## config.mk

```make
export PLATFORM = sky130hd
export DESIGN_NAME = ddr_burst4_sram
export DESIGN_NICKNAME = d
export VERILOG_FILES = /design/src/rtl/ddr4b_pkg.sv /design/src/rtl/ddr4b_seq.sv /design/src/rtl/ddr4b_wstage.sv /design/src/rtl/ddr4b_bank.sv /design/src/rtl/ddr4b_rpath.sv /design/src/rtl/ddr_burst4_sram.sv
export SDC_FILE = /design/constraint.sdc
export NUM_CORES = 2
export LEC_CHECK = 0
export CORE_MARGIN = 4
export CORE_UTILIZATION = 45
export CTS_CLUSTER_SIZE = 40
export DETAILED_ROUTE_END_ITERATION = 12
export DONT_BUFFER_PORTS = 1
export PLACE_DENSITY = 0.61
export SYNTH_ARGS = -nofsm -noshare
export SYNTH_HDL_FRONTEND = slang
export SYNTH_MEMORY_MAX_BITS = 65536
export SYNTH_SLANG_ARGS = --single-unit
```

## constraint.sdc

```tcl
create_clock -name clk -period 3.95 [get_ports clk]
set_input_delay 1.185 -clock clk [delete_from_list [all_inputs] [get_ports clk]]
set_output_delay 1.185 -clock clk [all_outputs]
set_load 0.01 [all_outputs]
```

## src/rtl/ddr4b_pkg.sv

```systemverilog
package ddr4b_pkg;

  // Bus cycle position of the burst sequencer
  typedef enum logic [1:0] {
    PH_NOP  = 2'd0,
    PH_HEAD = 2'd1,
    PH_TAIL = 2'd2
  } phase_t;

  // Linear wrap inside an aligned group of four words
  function automatic logic [1:0] wrap_off(input logic [1:0] start, input logic [1:0] step);
    return start + step;
  endfunction

endpackage

```

## src/rtl/ddr4b_seq.sv

```systemverilog
module ddr4b_seq
  import ddr4b_pkg::*;
#(
  parameter int AW = 8
) (
  input  logic                 clk,
  input  logic                 rst,
  input  logic                 ld_n,
  input  logic                 rd_wr_n,
  input  logic [AW-1:0]        addr,
  output phase_t               phase,
  output logic                 op_rd,
  output logic [AW-3:0]        base,
  output logic                 lo_bank,
  output logic [1:0][AW-2:0]   rows
);

  logic [1:0] start;
  logic [1:0] off0;
  logic [1:0] off1;

  always_ff @(posedge clk) begin
    if (rst) begin
      phase <= PH_NOP;
      op_rd <= 1'b0;
      base  <= '0;
      start <= '0;
    end else begin
      case (phase)
        PH_HEAD: phase <= PH_TAIL;
        default: begin
          if (!ld_n) begin
            phase <= PH_HEAD;
            op_rd <= rd_wr_n;
            base  <= addr[AW-1:2];
            start <= addr[1:0];
          end else begin
            phase <= PH_NOP;
          end
        end
      endcase
    end
  end

  // Pair of words handled this cycle: offsets 0/1 in the head, 2/3 in the tail
  assign off0    = wrap_off(start, (phase == PH_TAIL) ? 2'd2 : 2'd0);
  assign off1    = wrap_off(off0, 2'd1);
  assign lo_bank = off0[0];

  always_comb begin
    rows[0] = {base, (off0[0] ? off1[1] : off0[1])};
    rows[1] = {base, (off0[0] ? off0[1] : off1[1])};
  end

endmodule

```

## src/rtl/ddr4b_wstage.sv

```systemverilog
module ddr4b_wstage #(
  parameter int AW = 8,
  parameter int W  = 18,
  parameter int NB = 2
) (
  input  logic                 clk,
  input  logic                 rst,
  input  logic                 cap,
  input  logic                 lo_bank,
  input  logic [1:0][AW-2:0]   rows,
  input  logic [W-1:0]         wd_k,
  input  logic [W-1:0]         wd_kb,
  input  logic [NB-1:0]        bw_k_n,
  input  logic [NB-1:0]        bw_kb_n,
  output logic                 st_v,
  output logic [1:0][AW-2:0]   st_row,
  output logic [1:0][W-1:0]    st_dat,
  output logic [1:0][NB-1:0]   st_be
);

  always_ff @(posedge clk) begin
    if (rst) begin
      st_v <= 1'b0;
    end else begin
      st_v <= cap;
    end
  end

  generate
    for (genvar b = 0; b < 2; b++) begin : g_bank
      always_ff @(posedge clk) begin
        if (cap) begin
          st_row[b] <= rows[b];
          if (lo_bank == b[0]) begin
            st_dat[b] <= wd_k;
            st_be[b]  <= ~bw_k_n;
          end else begin
            st_dat[b] <= wd_kb;
            st_be[b]  <= ~bw_kb_n;
          end
        end
      end
    end
  endgenerate

endmodule

```

## src/rtl/ddr4b_bank.sv

```systemverilog
module ddr4b_bank #(
  parameter int RAW = 7,
  parameter int W   = 18,
  parameter int NB  = 2
) (
  input  logic            clk,
  input  logic            we,
  input  logic [RAW-1:0]  wrow,
  input  logic [W-1:0]    wdat,
  input  logic [NB-1:0]   wbe,
  input  logic            re,
  input  logic [RAW-1:0]  rrow,
  output logic [W-1:0]    rdat
);

  localparam int DEPTH = 1 << RAW;
  localparam int BW    = W / NB;

  generate
    for (genvar j = 0; j < NB; j++) begin : g_lane
      logic [BW-1:0] arr [DEPTH];
      logic [BW-1:0] q;

      always_ff @(posedge clk) begin
        if (we && wbe[j]) begin
          arr[wrow] <= wdat[j*BW +: BW];
        end
        if (re) begin
          q <= arr[rrow];
        end
      end

      assign rdat[j*BW +: BW] = q;
    end
  endgenerate

endmodule

```

## src/rtl/ddr4b_rpath.sv

```systemverilog
module ddr4b_rpath #(
  parameter int AW = 8,
  parameter int W  = 18,
  parameter int NB = 2
) (
  input  logic                 clk,
  input  logic                 rst,
  input  logic                 issue,
  input  logic                 lo_bank,
  input  logic [1:0][AW-2:0]   rows,
  input  logic                 st_v,
  input  logic [1:0][AW-2:0]   st_row,
  input  logic [1:0][W-1:0]    st_dat,
  input  logic [1:0][NB-1:0]   st_be,
  input  logic [1:0][W-1:0]    mem_q,
  output logic [W-1:0]         rq_cb,
  output logic [W-1:0]         rq_c,
  output logic                 oe_cb,
  output logic                 oe_c
);

  localparam int BW = W / NB;

  logic                rv;
  logic                sel;
  logic [1:0]          hit;
  logic [1:0][W-1:0]   bdat;
  logic [1:0][NB-1:0]  bbe;
  logic [1:0][W-1:0]   merged;

  always_ff @(posedge clk) begin
    if (rst) begin
      rv   <= 1'b0;
      sel  <= 1'b0;
      hit  <= '0;
      oe_c <= 1'b0;
      rq_c <= '0;
    end else begin
      rv   <= issue;
      sel  <= lo_bank;
      oe_c <= rv;
      rq_c <= rv ? merged[~sel] : '0;
      for (int b = 0; b < 2; b++) begin
        hit[b] <= issue && st_v && (st_row[b] == rows[b]);
      end
    end
  end

  // Bytes being written in the same edge as the read are forwarded
  always_ff @(posedge clk) begin
    if (issue) begin
      bdat <= st_dat;
      bbe  <= st_be;
    end
  end

  generate
    for (genvar b = 0; b < 2; b++) begin : g_mrg
      for (genvar j = 0; j < NB; j++) begin : g_byte
        assign merged[b][j*BW +: BW] = (hit[b] && bbe[b][j]) ? bdat[b][j*BW +: BW]
                                                              : mem_q[b][j*BW +: BW];
      end
    end
  endgenerate

  assign oe_cb = rv;
  assign rq_cb = rv ? merged[sel] : '0;

endmodule

```

## src/rtl/ddr_burst4_sram.sv

```systemverilog
module ddr_burst4_sram
  import ddr4b_pkg::*;
#(
  parameter int AW = 8,
  parameter int W  = 18,
  parameter int NB = 2
) (
  input  logic           clk,
  input  logic           rst,
  input  logic           ld_n,
  input  logic           rd_wr_n,
  input  logic [AW-1:0]  addr,
  input  logic [W-1:0]   wd_k,
  input  logic [W-1:0]   wd_kb,
  input  logic [NB-1:0]  bw_k_n,
  input  logic [NB-1:0]  bw_kb_n,
  output logic [W-1:0]   rq_cb,
  output logic [W-1:0]   rq_c,
  output logic           oe_cb,
  output logic           oe_c
);

  localparam int RAW = AW - 1;

  phase_t              phase;
  logic                op_rd;
  logic [AW-3:0]       base;
  logic                lo_bank;
  logic [1:0][RAW-1:0] rows;
  logic                active;
  logic                st_v;
  logic [1:0][RAW-1:0] st_row;
  logic [1:0][W-1:0]   st_dat;
  logic [1:0][NB-1:0]  st_be;
  logic [1:0][W-1:0]   mem_q;

  ddr4b_seq #(.AW(AW)) u_seq (
    .clk     (clk),
    .rst     (rst),
    .ld_n    (ld_n),
    .rd_wr_n (rd_wr_n),
    .addr    (addr),
    .phase   (phase),
    .op_rd   (op_rd),
    .base    (base),
    .lo_bank (lo_bank),
    .rows    (rows)
  );

  assign active = (phase != PH_NOP);

  ddr4b_wstage #(.AW(AW), .W(W), .NB(NB)) u_wst (
    .clk     (clk),
    .rst     (rst),
    .cap     (active && !op_rd),
    .lo_bank (lo_bank),
    .rows    (rows),
    .wd_k    (wd_k),
    .wd_kb   (wd_kb),
    .bw_k_n  (bw_k_n),
    .bw_kb_n (bw_kb_n),
    .st_v    (st_v),
    .st_row  (st_row),
    .st_dat  (st_dat),
    .st_be   (st_be)
  );

  generate
    for (genvar b = 0; b < 2; b++) begin : g_mem
      ddr4b_bank #(.RAW(RAW), .W(W), .NB(NB)) u_bank (
        .clk  (clk),
        .we   (st_v),
        .wrow (st_row[b]),
        .wdat (st_dat[b]),
        .wbe  (st_be[b]),
        .re   (active && op_rd),
        .rrow (rows[b]),
        .rdat (mem_q[b])
      );
    end
  endgenerate

  ddr4b_rpath #(.AW(AW), .W(W), .NB(NB)) u_rd (
    .clk     (clk),
    .rst     (rst),
    .issue   (active && op_rd),
    .lo_bank (lo_bank),
    .rows    (rows),
    .st_v    (st_v),
    .st_row  (st_row),
    .st_dat  (st_dat),
    .st_be   (st_be),
    .mem_q   (mem_q),
    .rq_cb   (rq_cb),
    .rq_c    (rq_c),
    .oe_cb   (oe_cb),
    .oe_c    (oe_c)
  );

endmodule

```

## Word level (Yosys, flattened, before mapping)

Memories as Yosys holds them, arrays and structs flattened. A register that Yosys moved wholly into a read port is not among the register bits.
Cells that the tools add are included.

| cells by class | value |
|---|---|
| $add $sub $neg | 2 |
| muxes and demuxes | 26 |
| reductions and logical operators | 18 |
| eq/ne operators | 4 |
| bitwise operators | 6 |
| magnitude comparators | 2 |

Operators by type and width:

| cell | count |
|---|---|
| $mux 18 | 7 |
| $mux 9 | 4 |
| $eq 7x7->1 | 2 |
| $logic_and 1x1->1 | 13 |
| $mux 1 | 11 |
| $mux 2 | 4 |
| $lt 1x2->1 const B | 2 |
| $not 1->1 | 4 |
| $not 2->2 | 2 |
| $reduce_or 2->1 | 2 |
| $add 2x1->2 const B | 1 |
| $add 2x2->2 | 1 |
| $eq 2x1->1 const B | 1 |
| $eq 2x2->1 const B | 1 |
| $reduce_and 2->1 | 1 |
| $reduce_bool 2->1 | 1 |
| $logic_not 1->1 | 1 |

| word-level totals | value |
|---|---|
| bits in registers | 129 |
| memories | 4 |
| RAM bits | 4608 |
| logic and storage cells | 83 |

Memory list:

| name | words | width | rd ports | clocked after memory_dff | wr ports | RTL line | RTL |
|---|---|---|---|---|---|---|---|
| g_mem[0].u_bank.g_lane[0].arr | 128 | 9 | 1 | 1 | 1 | ddr4b_bank.sv:21 | `logic [BW-1:0] arr [DEPTH];` |
| g_mem[0].u_bank.g_lane[1].arr | 128 | 9 | 1 | 1 | 1 | ddr4b_bank.sv:21 |  |
| g_mem[1].u_bank.g_lane[0].arr | 128 | 9 | 1 | 1 | 1 | ddr4b_bank.sv:21 |  |
| g_mem[1].u_bank.g_lane[1].arr | 128 | 9 | 1 | 1 | 1 | ddr4b_bank.sv:21 |  |

## Depth between registers and ports, before layout

| depth | value |
|---|---|
| depth in word-level cells | 7 |
| gate-level depth with buffers | 13 |
| depth with buffers taken out | 10 |

## Hierarchy

From an unflattened synthesis, not the netlist that was laid out.

| unflattened totals | value |
|---|---|
| cells, all modules | 7537 |
| area total of the unflattened synthesis | 183340.8 um^2 |

Modules (own cells, without submodules):

| module | seq. area each (um^2) | cells each | instances | area each (um^2) |
|---|---|---|---|---|
| ddr4b_bank | 69726.9 | 3599 | 2 | 89012.9 |
| ddr4b_rpath | 1661.6 | 173 | 1 | 2522.4 |
| ddr4b_wstage | 1641.6 | 100 | 1 | 2160.8 |
| ddr4b_seq | 220.2 | 64 | 1 | 614.3 |
| ddr_burst4_sram | 0.0 | 2 | 1 | 17.5 |

## Worst setup path after synthesis

No wires, ideal clock.

| timing path | value |
|---|---|
| path kind | reg-to-reg |
| start | reg u_seq.phase[0] |
| end | reg g_mem[0].u_bank.g_lane[0].q[0] (read register of g_mem[0].u_bank.g_lane[0].arr), data pin |
| required time | 3.690 ns |
| stages on the path, launching flop included | 10 |
| buffers on the path | 2 |
| library setup time | 0.260 ns |
| slack | 0.309 ns |
| arrival | 3.381 ns |
| clock period less this slack | 3.641 ns |
| cell sequence | dfxtp_1 nand2b_1 xnor2_1 ha_1 clkbuf_1 buf_1 mux4_2 mux4_2 mux4_2 mux2_2 |

| between the ends | value |
|---|---|
| cells in the longest elaborated chain, start to end | 5 |
| elaborated cells on any way between the ends | 7 |

RTL lines:

| item | RTL line | RTL |
|---|---|---|
| start, declared | ddr4b_seq.sv:11 | `output phase_t phase,` |
| start signal, assigned | ddr4b_seq.sv:24 | `phase <= PH_NOP;` |
| start signal, assigned | ddr4b_seq.sv:30 | `PH_HEAD: phase <= PH_TAIL;` |
| start signal, assigned | ddr4b_seq.sv:33 | `phase <= PH_HEAD;` |
| $eq 2x2->1 | ddr4b_seq.sv:46 | `assign off0 = wrap_off(start, (phase == PH_TAIL) ? 2'd2 : 2'd0);` |
| $mux 2 | ddr4b_seq.sv:46 |  |
| $add 2x2->2 | ddr4b_pkg.sv:12 | `return start + step;` |
| $add 2x1->2 | ddr4b_pkg.sv:12 |  |
| $mux 1 | ddr4b_seq.sv:51 | `rows[0] = {base, (off0[0] ? off1[1] : off0[1])};` |
| end, declared | ddr4b_bank.sv:22 | `logic [BW-1:0] q;` |

Several ways; a longest one is shown, not always the timed one.
A chain may end at the register's enable or synchronous reset.

## Worst setup path in the final report

| timing path | value |
|---|---|
| start | reg u_seq.phase[0] |
| end | reg g_mem[0].u_bank.g_lane[0].q[3] (read register of g_mem[0].u_bank.g_lane[0].arr), data pin |

The elaborated chain is that of the path after synthesis.

==> impl_metrics.tcl <==
set metrics [dict create \
    fillers 31800 \
    power.density_nw_per_um2 519 \
    first_iter_violations 11800 \
    die_x_um 647 \
    netlist_area_um2 184000 \
    first_global_vias 94800 \
    cp-start-kind "flop" \
    crit_path_end_kind "flop" \
    hpwl_um 289000 \
    finalSetupViolCount 0 \
    muxShareOfSynthArea 0.130 \
    design.core.area_um2 407000 \
    ant_nets 0 \
    cts_root_buf "clkbuf_16" \
    wl_per_cell_um 29.0 \
    clock_skew_ps 103 \
    run_status "completed" \
    worst_slack_ps 87.1 \
    io-pin-count 90 \
    synth_fp_nets 9996 \
    cts.sinks 4767 \
    r2r-end "g_mem[0].u_bank.g_lane[0].q[3]" \
    synth_top_family_by_area "multiplexers" \
    synth.avg_cell_area_um2 18.5 \
    clockBufferDepth 4 \
    drc_errors 0 \
    met3_usage 0.0321 \
    synth_cell_type_count 37 \
    irDropWorstVdd_uv 411 \
    met1_usage 0.310 \
    start_util 0.452 \
    rsz0062_at_grt "no" \
    cap_violations 0 \
    stdcell_count 16400 \
    cts_tree "yes" \
    period_needed_ps 3860 \
    grt_max_degree 130 \
    num_rows 234 \
    min_path_type "input port to flop" \
    yosys.area_share.adder 0.000136 \
    r2r_start "u_seq.phase[0]" \
    grtUsageTotal 0.224 \
    htree_levels 5 \
    reg2reg_slack_ps 90 \
    finalInstanceArea_um2 211000 \
    cts_hold_buf 0 \
    relSlewSlack 0.0871 \
    p_total_mw 110 \
    area_growth_pct 14.9 \
    grtUsageMet2 0.368 \
    hold_viol_final 0 \
    syn_inst 9942 \
    multiInputGateArea_um2 38800 \
    r2r_cells 10 \
    vias_per_cell 5.83 \
    hold_start "rst" \
    min_period_over_period 0.978 \
    critical_path_required_ps 4680 \
    grt_pass1_wl_um 685000 \
    clk_pin_slew_ps 60 \
    layout.nets 10600 \
    dr.pass1.iters 5 \
    cp.arrival_ps 4590 \
    antenna_found_initial 36 \
    ys_ff_latch 4767 \
    drt-total-wl_um 475000 \
    hold_depth 1 \
    register_area_um2 143000 \
    worst-slew-pin-transition_ps 1370 \
    vias 95600 \
    drive_above_1_share 0.215 \
    crit_fanout 18 \
    die_height_um 647 \
    busiest_layer "met2" \
    yosys.area_share.xor_xnor 0.000429 \
    portBuffers 0 \
    preCtsSetupSlack_ps -181 \
    max_freq_mhz 259 \
    crit_type "flop to flop" \
    synthSimpleGateAreaFrac 0.0479 \
    hold_path_end "u_seq.base[1]" \
    utilization 0.519 \
    synth-compound-area-share 0.0307 \
    dpl.cell_count 15500 \
    leakage_nw 69.8 \
    yosysWarnings 0 \
    final_max_slew_viol_count 0 \
    place_congestion 0.847 \
    synth-seq-area-share 0.777 \
    clkLatencyLatePin_ps 990 \
    cts_made_buffers 466 \
    grt-ovfl-total 0 \
    die_area_um2 419000 \
    placed_area_um2 196000 \
]
-- cells by family (layout without fill, tap and decap cells) --
group	count (synthesis)	after routing
DFF	4767	4767
and+or+nand+nor	2113	2113
muxes	1434	1434
AOI/OAI and AO/OA	975	975
buffers and inverters	642	1643
xor gates and xnor gates	9	9
adders and majority gates	2	2
other	0	19
-- sequential cells by signal (all words and copies together) (netlist names), 4 cells and up --
name                     count
g_mem.u_bank.g_lane.arr   4608
g_mem.u_bank.g_lane.q       36
u_rd.bdat                   36
u_wst.st_dat                36
u_rd.rq_c                   18
u_wst.st_row                 8
u_seq.base                   6
u_rd.bbe                     4
u_wst.st_be                  4
-- final cells by class --
class                   instances  share of cell area
multi-input cells            4533               0.184
flip-flops and latches       4767               0.676
well taps                    5428              0.0322
clock buffers                 560              0.0581
diodes                         19            0.000225
clock inverters               305              0.0135
inverters                       8            0.000190
repair buffers                770              0.0360
-- critical path, cell delays in order (launching register included) --
cell and delay, ps:
dfxtp_1 330, nand2b_4 150, xnor2_2 160, ha_4 390, buf_12 220, buf_4 180, buf_12 190, mux4_2 550
mux4_2 520, mux4_2 570, mux2_2 310
-- cell usage in the layout, fill, tap and decap left out, types with 72 or more instances in the layout --
cell       synthesis  final
a21oi_1          577    577
mux2_2            72     72
edfxtp_1        4732   4732
buf_12             0    136
clkinv_1           1    104
mux4_2           756    756
clkbuf_16          0    475
nor2_1           551    548
clkbuf_1         479     77
mux2i_1          606    602
clkinv_2           0    107
nand2_1         1220   1208
nor4_1           288    266
o22ai_1          288    288
buf_4             12    624
-- report_power, final --
| group | internal (mW) | switching, mW | total [mW] | leakage, nW |
|---|---|---|---|---|
| Clock | 25.1 | 18.8 | 43.9 | 7.42 |
| Sequential | 56.0 | 0.151 | 56.1 | 42.8 |
| Combinational | 3.96 | 5.61 | 9.58 | 19.5 |
| Total | 85.0 | 24.6 | 110 | 69.8 |
-- cells in the mapped netlist --
master | count | area share
a211oi_1 | 18 | 0.00074
a21oi_1 | 577 | 0.016
a2bb2oi_1 | 1 | 0.000048
and2_1 | 2 | 0.000068
and3_1 | 4 | 0.00014
and3b_1 | 2 | 0.000095
buf_1 | 94 | 0.0019
buf_2 | 45 | 0.0012
buf_4 | 12 | 0.00049
buf_6 | 4 | 0.00025
clkbuf_1 | 479 | 0.0098
clkinv_1 | 1 | 0.000020
dfxtp_1 | 35 | 0.0038
edfxtp_1 | 4732 | 0.77
ha_1 | 2 | 0.00014
inv_1 | 6 | 0.00012
inv_2 | 1 | 0.000020
mux2_2 | 72 | 0.0044
mux2i_1 | 606 | 0.033
mux4_2 | 756 | 0.093
nand2_1 | 1220 | 0.025
nand2b_1 | 6 | 0.00020
nand3_1 | 6 | 0.00016
nand4_1 | 2 | 0.000068
nor2_1 | 551 | 0.011
nor2b_1 | 9 | 0.00031
nor3_1 | 1 | 0.000027
nor3b_1 | 1 | 0.000041
nor4_1 | 288 | 0.0098
o211a_1 | 18 | 0.00098
o21ai_0 | 1 | 0.000027
o22ai_1 | 288 | 0.0098
o41ai_1 | 72 | 0.0034
or2_2 | 2 | 0.000068
or4_1 | 19 | 0.00078
xnor2_1 | 7 | 0.00033
xor2_1 | 2 | 0.000095
-- through the flow --
stage | setup TNS, ps | hold slack (ps)
2_1_floorplan | 0 | 403
3_5_place_dp | -568 | 462
5_1_grt | 0 | 209
3_3_place_gp | -1940 | 451
6_report | 0 | 263
4_1_cts | 0 | 175
-- routing by layer --
metal  up-vias  routed length, um
met2      4033             234000
met1     49900             189000
met3       660              34900
met5         -                 19
li1      40900                  -
met4         2              17400
-- worst max path at each step --
stage	from	end	slack [ps]
after floorplan	u_seq.phase[0]	g_mem[0].u_bank.g_lane[0].q[0]	310
after global placement	u_seq.phase[0]	g_mem[1].u_bank.g_lane[0].q[8]	-360
after detailed placement	u_seq.phase[0]	g_mem[1].u_bank.g_lane[1].q[2]	-180
after CTS	u_rd.bbe[3]	rq_cb[12]	10
after global routing	u_seq.phase[0]	g_mem[0].u_bank.g_lane[0].q[8]	20
final	u_seq.phase[0]	g_mem[0].u_bank.g_lane[0].q[3]	90
-- repair_timing --
action                     in CTS  in global routing
setup endpoints to repair      18                 19
gates resized for setup        17                 24
cloned                          0                  1
pin swaps                       0                  0
buffers inserted                0                  4
Power figures use the tool's default switching activity.
